File: src/rtl/xtlb_pkg.sv
package xtlb_pkg;
  // Strobes from the control block to the storage block
  typedef struct packed {
    logic wrEn;   // write the selected way of the fill set
    logic clrAll; // clear every valid flag
  } tlbStrobe_t;
endpackage

File: src/rtl/xtlb_data.sv
module xtlb_data
  import xtlb_pkg::*;
#(
  parameter int SETS  = 4,
  parameter int WAYS  = 4,
  parameter int VPN_W = 20,
  parameter int PTE_W = 32
) (
  input  logic                   clk,
  input  logic                   rst_n,
  input  logic [VPN_W-1:0]       lookupVpn,
  input  logic [VPN_W-1:0]       fillVpn,
  input  logic [PTE_W-1:0]       fillPte,
  input  tlbStrobe_t             strobe,
  input  logic [$clog2(WAYS)-1:0] fillWay,
  output logic [WAYS-1:0]        lookupMatch,
  output logic [PTE_W-1:0]       lookupPteRaw,
  output logic [WAYS-1:0]        fillSetValid,
  output logic [WAYS-1:0]        fillMatch
);
  localparam int IDX_W = $clog2(SETS);
  localparam int TAG_W = VPN_W - IDX_W;
  localparam int WAY_W = $clog2(WAYS);

  logic [WAYS-1:0]  validQ [SETS];
  logic [TAG_W-1:0] tagQ   [SETS][WAYS];
  logic [PTE_W-1:0] pteQ   [SETS][WAYS];

  logic [IDX_W-1:0] lkIdx, flIdx;
  logic [TAG_W-1:0] lkTag, flTag;

  assign lkIdx = lookupVpn[IDX_W-1:0];
  assign lkTag = lookupVpn[VPN_W-1:IDX_W];
  assign flIdx = fillVpn[IDX_W-1:0];
  assign flTag = fillVpn[VPN_W-1:IDX_W];

  // Parallel tag compare: one bank for lookups, one for fills
  for (genvar w = 0; w < WAYS; w++) begin : g_cmp
    assign lookupMatch[w] = validQ[lkIdx][w] && (tagQ[lkIdx][w] == lkTag);
    assign fillMatch[w]   = validQ[flIdx][w] && (tagQ[flIdx][w] == flTag);
  end

  assign fillSetValid = validQ[flIdx];

  // At most one way matches, so an OR of gated payloads is the mux
  always_comb begin
    lookupPteRaw = '0;
    for (int w = 0; w < WAYS; w++) begin
      if (lookupMatch[w]) lookupPteRaw = lookupPteRaw | pteQ[lkIdx][w];
    end
  end

  for (genvar s = 0; s < SETS; s++) begin : g_set
    always_ff @(posedge clk) begin
      if (!rst_n || strobe.clrAll) begin
        validQ[s] <= '0;
      end else if (strobe.wrEn && flIdx == IDX_W'(s)) begin
        validQ[s][fillWay] <= 1'b1;
      end
    end

    for (genvar w = 0; w < WAYS; w++) begin : g_way
      always_ff @(posedge clk) begin
        if (strobe.wrEn && flIdx == IDX_W'(s) && fillWay == WAY_W'(w)) begin
          tagQ[s][w] <= flTag;
          pteQ[s][w] <= fillPte;
        end
      end
    end
  end
endmodule

File: src/rtl/xtlb_ctrl.sv
module xtlb_ctrl
  import xtlb_pkg::*;
#(
  parameter int SETS = 4,
  parameter int WAYS = 4
) (
  input  logic                    clk,
  input  logic                    rst_n,
  input  logic                    fillEn,
  input  logic                    flushAll,
  input  logic [$clog2(SETS)-1:0] fillIdx,
  input  logic [WAYS-1:0]         fillSetValid,
  input  logic [WAYS-1:0]         fillMatch,
  output tlbStrobe_t              strobe,
  output logic [$clog2(WAYS)-1:0] fillWay
);
  localparam int IDX_W = $clog2(SETS);
  localparam int WAY_W = $clog2(WAYS);

  logic [WAY_W-1:0] rrPtrQ [SETS];
  logic [WAY_W-1:0] freeWay, hitWay;
  logic             anyMatch, setFull, evict;

  // Priority encoders: lowest free way, the matching way
  always_comb begin
    freeWay = '0;
    hitWay  = '0;
    for (int w = WAYS - 1; w >= 0; w--) begin
      if (!fillSetValid[w]) freeWay = WAY_W'(w);
      if (fillMatch[w])     hitWay  = WAY_W'(w);
    end
  end

  assign anyMatch = |fillMatch;
  assign setFull  = &fillSetValid;

  always_comb begin
    strobe.clrAll = flushAll;
    strobe.wrEn   = fillEn && !flushAll;
    if (anyMatch)      fillWay = hitWay;
    else if (!setFull) fillWay = freeWay;
    else               fillWay = rrPtrQ[fillIdx];
  end

  assign evict = strobe.wrEn && !anyMatch && setFull;

  for (genvar s = 0; s < SETS; s++) begin : g_ptr
    always_ff @(posedge clk) begin
      if (!rst_n) begin
        rrPtrQ[s] <= '0;
      end else if (evict && fillIdx == IDX_W'(s)) begin
        rrPtrQ[s] <= (rrPtrQ[s] == WAY_W'(WAYS - 1)) ? '0 : rrPtrQ[s] + 1'b1;
      end
    end
  end
endmodule

File: src/rtl/xlate_tlb.sv
module xlate_tlb
  import xtlb_pkg::*;
#(
  parameter int SETS  = 4,
  parameter int WAYS  = 4,
  parameter int VPN_W = 20,
  parameter int PTE_W = 32
) (
  input  logic             clk,
  input  logic             rst_n,
  input  logic             lookupEn,
  input  logic [VPN_W-1:0] lookupVpn,
  output logic             lookupHit,
  output logic             lookupMiss,
  output logic [PTE_W-1:0] lookupPte,
  input  logic             fillEn,
  input  logic [VPN_W-1:0] fillVpn,
  input  logic [PTE_W-1:0] fillPte,
  input  logic             flushAll
);
  localparam int IDX_W = $clog2(SETS);
  localparam int WAY_W = $clog2(WAYS);

  tlbStrobe_t       strobe;
  logic [WAY_W-1:0] fillWay;
  logic [WAYS-1:0]  lookupMatch, fillSetValid, fillMatch;
  logic [PTE_W-1:0] lookupPteRaw;

  xtlb_ctrl #(.SETS(SETS), .WAYS(WAYS)) u_ctrl (
    .clk(clk), .rst_n(rst_n), .fillEn(fillEn), .flushAll(flushAll),
    .fillIdx(fillVpn[IDX_W-1:0]), .fillSetValid(fillSetValid),
    .fillMatch(fillMatch), .strobe(strobe), .fillWay(fillWay)
  );

  xtlb_data #(.SETS(SETS), .WAYS(WAYS), .VPN_W(VPN_W), .PTE_W(PTE_W)) u_data (
    .clk(clk), .rst_n(rst_n), .lookupVpn(lookupVpn), .fillVpn(fillVpn),
    .fillPte(fillPte), .strobe(strobe), .fillWay(fillWay),
    .lookupMatch(lookupMatch), .lookupPteRaw(lookupPteRaw),
    .fillSetValid(fillSetValid), .fillMatch(fillMatch)
  );

  assign lookupHit  = lookupEn && !flushAll && (|lookupMatch);
  assign lookupMiss = lookupEn && !lookupHit;
  assign lookupPte  = lookupHit ? lookupPteRaw : '0;
endmodule

File: config.mk
export PLATFORM = sky130hd
export DESIGN_NAME = xlate_tlb
export DESIGN_NICKNAME = d
export VERILOG_FILES = /design/src/rtl/xtlb_pkg.sv /design/src/rtl/xtlb_data.sv /design/src/rtl/xtlb_ctrl.sv /design/src/rtl/xlate_tlb.sv
export SDC_FILE = /design/constraint.sdc
export NUM_CORES = 1
export LEC_CHECK = 0
export ABC_CLOCK_PERIOD_IN_PS = 10900
export BUFFER_PORTS_ARGS = -buffer_cell sky130_fd_sc_hd__buf_2
export CORE_ASPECT_RATIO = 0.9
export CORE_MARGIN = 1
export CORE_UTILIZATION = 55
export CTS_BUF_LIST = sky130_fd_sc_hd__clkbuf_16
export DETAILED_ROUTE_END_ITERATION = 10
export GPL_ROUTABILITY_DRIVEN = 0
export PLACE_DENSITY = 0.77
export SLEW_MARGIN = 25
export SYNTH_ARGS = -nofsm -noshare
export SYNTH_HDL_FRONTEND = slang
export SYNTH_SLANG_ARGS = --single-unit
File: constraint.sdc
create_clock -name clk -period 10.9 [get_ports clk]
set_clock_uncertainty 0.1 [all_clocks]
set_input_delay 0 -clock clk [delete_from_list [all_inputs] [get_ports clk]]
set_output_delay 0 -clock clk [all_outputs]
set_load 0.01 [all_outputs]
# Yosys cells after proc, flatten, opt, wreduce, memory -nomap -nowiden
# Memories as Yosys holds them, arrays and structs flattened.
# Index checks and enable logic that the tools add are counted.
# totals
ram_bits	824
word_cells	224
regBits	0
out_inout_bits	34
n_memories	4
# mem_list
name	depth	word_bits	rd	rd_clocked_by_memory_dff	write_ports	line_no	source
u_data.pteQ	4	128	1	0	1	xtlb_data.sv:27	logic [PTE_W-1:0] pteQ [SETS][WAYS];
u_data.tagQ	4	72	2	0	1	xtlb_data.sv:26	logic [TAG_W-1:0] tagQ [SETS][WAYS];
u_data.validQ	4	4	2	0	4	xtlb_data.sv:25	logic [WAYS-1:0] validQ [SETS];
u_ctrl.rrPtrQ	4	2	5	0	4	xtlb_ctrl.sv:20	logic [WAY_W-1:0] rrPtrQ [SETS];
# classes
n_mux	118
reduce_logical	55
add_sub_neg	4
order_cmp	2
eq_ne	18
n_bitwise	23
# ops
operator	count
$mux 128	3
$reduce_or 128->1	3
$mux 72	3
$reduce_or 72->1	3
$mux 32	5
$eq 18x18->1	8
$or 32x32->32	3
$mux 1	72
$mux 2	24
$mux 4	10
$logic_and 1x1->1	39
$or 1x1->1	20
$eq 2x2->1 const B	8
$add 2x1->2 const B	4
$reduce_or 4->1	2
$eq 2x1->1 const B	2
$logic_not 1->1	4
$logic_not 2->1	2
$reduce_and 4->1	1
$lt 2x3->1 const B	1
$demux 1 s2	1
$ge 2x1->1 const B	1
$logic_or 1x1->1	1

# Logic depth before layout (Yosys ltp)
# An unclocked memory read counts as a cell.
# logic_depth
word_depth	16
mapped_depth	12

# Cells and area by module
# Synthesis repeated with hierarchy kept, for this count alone.
# unflattened
cells_unflattened	1873
hier_area_um2	36068.3
# by_module_without_submodules
module	cells_per_inst	n_inst	area_per_inst_um2
xtlb_data	1778	1	35158.7
xtlb_ctrl	52	1	578.1
xlate_tlb	43	1	331.6

# Worst setup path before layout
# Ideal clock, no wire load.
# synth_timing
path_kind	input-to-reg
start	in fillVpn[0]
end	mem u_data.pteQ[2][0] in the netlist's numbering (enable)
stages	11
path_slack_ns	4.997
t_arrival_ns	5.284
path_buffers	4
setup_ns	0.519
t_required_ns	10.281
path_cell_list	buf_6 > buf_12 > buf_4 > mux4_2 > xnor2_1 > nand4_1 > nor2_1 > nand3_1 > nand3_4 > buf_8 > nor3_1
# synth_via
elab_chain_cells	16
# synth_lines
element	line_no	source
start, declared	xlate_tlb.sv:17	input logic [VPN_W-1:0] fillVpn,
$mem_v2 4x72	-	
$eq 18x18->1	xtlb_data.sv:40	assign fillMatch[w] = validQ[flIdx][w] && (tagQ[flIdx][w] == flTag);
$logic_and 1x1->1	xtlb_data.sv:40	
$mux 2 (4 in a row)	xtlb_ctrl.sv:30	if (fillMatch[w]) hitWay = WAY_W'(w);
$mux 2	xtlb_ctrl.sv:40	if (anyMatch) fillWay = hitWay;
$eq 2x2->1, or another cell as far along	xtlb_data.sv:64	if (strobe.wrEn && flIdx == IDX_W'(s) && fillWay == WAY_W'(w)) begin
$logic_and 1x1->1	xtlb_data.sv:64	
$mux 1	xtlb_data.sv:64	
$mux 1 (not written as such)	xtlb_data.sv:66	pteQ[s][w] <= fillPte;
$reduce_or 128->1 (no source line)	-	
$mux 2 (no source line) or $mux 4 (tied branches) (3 in a row)	-	
end, declared	xtlb_data.sv:27	
# Several ways; a longest one is shown, not always the timed one.

# Worst setup path after layout
# layout_timing
start	in lookupVpn[1]
end	out lookupPte[19]
# layout_via
elab_chain_cells	11
# layout_lines
element	line_no	source
start, declared	xlate_tlb.sv:12	input logic [VPN_W-1:0] lookupVpn,
$mem_v2 4x72	-	
$eq 18x18->1	xtlb_data.sv:39	assign lookupMatch[w] = validQ[lkIdx][w] && (tagQ[lkIdx][w] == lkTag);
$logic_and 1x1->1	xtlb_data.sv:39	
$mux 32	xtlb_data.sv:49	if (lookupMatch[w]) lookupPteRaw = lookupPteRaw | pteQ[lkIdx][w];
$or 32x32->32	xtlb_data.sv:49	
$mux 32	xtlb_data.sv:49	
$or 32x32->32	xtlb_data.sv:49	
$mux 32	xtlb_data.sv:49	
$or 32x32->32	xtlb_data.sv:49	
$mux 32	xtlb_data.sv:49	
$mux 32 *	xlate_tlb.sv:44	assign lookupPte = lookupHit ? lookupPteRaw : '0;
end, declared	xlate_tlb.sv:15	output logic [PTE_W-1:0] lookupPte,
# Mark *: on every way between the ends. The rest lies on a longest branch, timed or not.

==> qor.yml <==
grt_pass1_wl_mm: 124
syn_inst: 1669
dr.pass1.iters: 10
drt_iter0_markers: 2180
viasPerCell: 6.63
rsz0062_at_grt: "false"
tns_ns: 0
yosysTopAreaCell: "edfxtp_1"
max-clock-path-buffers: 3
cts_resized: 0
vias: 18200
io_buffers: 110
syn_to_final_growth_pct: 13.0
nNetsFinal: 1917
max_freq_mhz: 201
startpoint_type: "primary input"
synth_common_cells: "edfxtp_1 (820), mux4_2 (278), xnor2_1 (96)"
start_util_pct: 55.7
worstPathRequired_ns: 10.80
clkSlewWorstSetupHoldPaths_ns: 0.06
cts-root-buf: "clkbuf_16"
fp.dieArea_um2: 64300
synth-seq-area-share_pct: 70.9
cts_made_buffers: 80
synth_compound_area_share_pct: 2.66
synthXorXnorAreaFrac_pct: 3.72
drv_slew: 0
cellPowerDensity_nw_per_um2: 167
syn_area_per_cell_um2: 20.9
drv_cap: 0
ys_ff_latch: 824
synth_edf_count: 820
period_share_pct: 45.6
fin_crit_ns: 4.97
cp.arrival_ns: 4.87
fp.dieW_um: 267
yosys_warnings: 0
synth_async_sr_flop_share_pct: 0
stdcell_area_um2: 39400
cts_tree: "yes"
final-setup-viol-count: 0
min_path_cells: 3
synthAdderAreaFrac_pct: 0.144
grtUsageTotal_pct: 26.9
pin_count: 111
leakage_nw: 12.3
multi_input_comb_area_um2: 9720
synth_nets: 1750
register_area_um2: 24700
grt_max_degree: 110
tightest_slew_ns: 1.15
fin_util_pct: 62.9
yosysTopAreaCellShare_pct: 70.7
outcome: "finished with violations"
hp-class: "in2reg"
synth_top_family_by_area: "multiplexers"
n_fill_cell: 4180
rows: 87
r2r-end: "u_data.pteQ[0][43]$_DFFE_PP_"
synthTopCellsByArea: "edfxtp_1 (71%), mux4_2 (18%), xnor2_1 (2.4%)"
die_h_um: 241
hpwlAfterDp_mm: 46.0
grt_pass1_vias: 18800
synth.distinct_cells: 52
rrSetupSlack_ns: 6.76
cp_max_fo: 109
antenna_found_initial: 0
hold_viol_final: 0
core_area_um2: 62600
hold_path_end: "u_ctrl.rrPtrQ[2][1]$_SDFFCE_PP0P_"
avgRoutedWirePerCell_um: 30.6
yosys.area_share.simple_pct: 2.65
end_kind: "output pin"
grt_remaining_overflow: 0
cts.sinks: 824
dpl_cell_area_um2: 36300
h-tree-depth: 3
min_from: "fillVpn[1]"
violations: "DRC"
drc_errors: 4
synth.cell_area_um2: 34800
drive_gt1_share_pct: 29.3
reg2reg_from: "u_data.tagQ[3][31]$_DFFE_PP_"
synth_ff_type: "edfxtp_1"
r2r_cells: 8
clock_latency_ns: 0.64
vdd_ir_drop_max_uv: 152
yosysMostFrequentCell: "edfxtp_1"
max_slew_margin_pct: 23.5
critPathKind: "in2out"
wirelength_mm: 84.1
ant_nets: 0
synth_mux_area_share_pct: 18.2
## worst max-delay path, stage by stage
cell and delay (ns):
buf_8 0.69, buf_4 0.82, mux4_2 0.45, xnor2_1 0.47
nand4_1 0.35, nor3_4 0.23, buf_4 0.53, o41ai_4 0.09
buf_4 0.31, a21oi_1 0.38, buf_2 0.21
## placed cells by master (no fill, tap or decap), types with 5 or more instances in the layout
master and count:
nand4_1 36, inv_1 30, nand2b_1 10, bufinv_16 6
nor4_1 19, xnor2_1 96, clkinv_2 10, nor2_4 11
mux4_2 278, nand2_1 17, clkbuf_16 80, nor3_1 8
buf_2 106, o21ai_1 6, nand3_1 14, xor2_1 52
buf_4 30, and3_1 5, dlygate4sd3_1 53, mux2i_1 9
a21oi_1 39, clkinv_1 19, nor2_1 14, a22oi_1 64
edfxtp_1 820
## worst max path at each step
stage                 start                           end  slack [ns]
2_1_floorplan    fillVpn[0]   u_data.pteQ[2][0]$_DFFE_PP_        5.00
3_3_place_gp     fillVpn[0]  u_data.pteQ[0][45]$_DFFE_PP_        5.68
3_5_place_dp     fillVpn[0]  u_data.pteQ[1][33]$_DFFE_PP_        5.60
4_1_cts        lookupVpn[1]                 lookupPte[19]        6.01
5_1_grt        lookupVpn[0]                 lookupPte[19]        5.86
6_report       lookupVpn[1]                 lookupPte[19]        5.93
## power by group
part           internal [mW]  leakage [nW]  switching, mW
sequential              3.51          7.46        0.00800
combinational          0.164          3.57          0.239
clock                   1.49          1.32           1.18
## per-layer routing
layer	part of all wire (%)	global-route usage [%]	wire length [um]	up-vias
met4	3.7	9.63	3080	0
met5	0	0	0	-
met2	49	43.3	41300	1002
li1	-	-	-	7391
met1	38	37.5	31900	9615
met3	9.2	4.87	7730	197
## final cells by class
class / instances / share of cell area (%)
sequential: 824 / 62.8
multi-input combinational: 731 / 24.7
clock buffer: 80 / 5.09
timing repair buffer: 192 / 3.39
tap: 845 / 2.69
clock inverter: 66 / 1.31
inverter: 7 / 0.0667
antenna: 1 / 0.00636
## state kept, by name, summed over array words and instances, names as in the netlist
signal / count
u_ctrl.rrPtrQ: 8
u_data.validQ: 16
u_data.pteQ: 512
u_data.tagQ: 288
## logic make-up after synthesis
| kind of cell | Yosys count |
|---|---|
| adders and majority gates | 4 |
| and+or+nand+nor | 159 |
| muxes | 287 |
| xor gates and xnor gates | 148 |
| DFF | 824 |
| AOI/OAI and AO/OA | 133 |
| buffers and inverters | 114 |
## timing repair
action                    in CTS  in global routing
hold endpoints to repair     825                  0
setup buffers                  0                  0
hold buffers                  53                  0
## stage by stage
| stage | setup WS [ns] | std cells | hold slack [ns] | total power [mW] |
|---|---|---|---|---|
| final | 5.93 | 2746 | 0.0619 | 6.58 |
| after global routing | 5.86 | 2745 | 0.0787 | 6.76 |
| after CTS | 6.01 | 2745 | 0.0372 | 6.62 |
| after detailed placement | 5.60 | 2546 | 0.274 | 3.97 |
| after global placement | 5.68 | 2546 | 0.259 | 3.96 |
| after floorplan | 5.00 | 1669 | -0.00113 | 3.83 |
No activity file was read; power rests on OpenSTA's default activity.
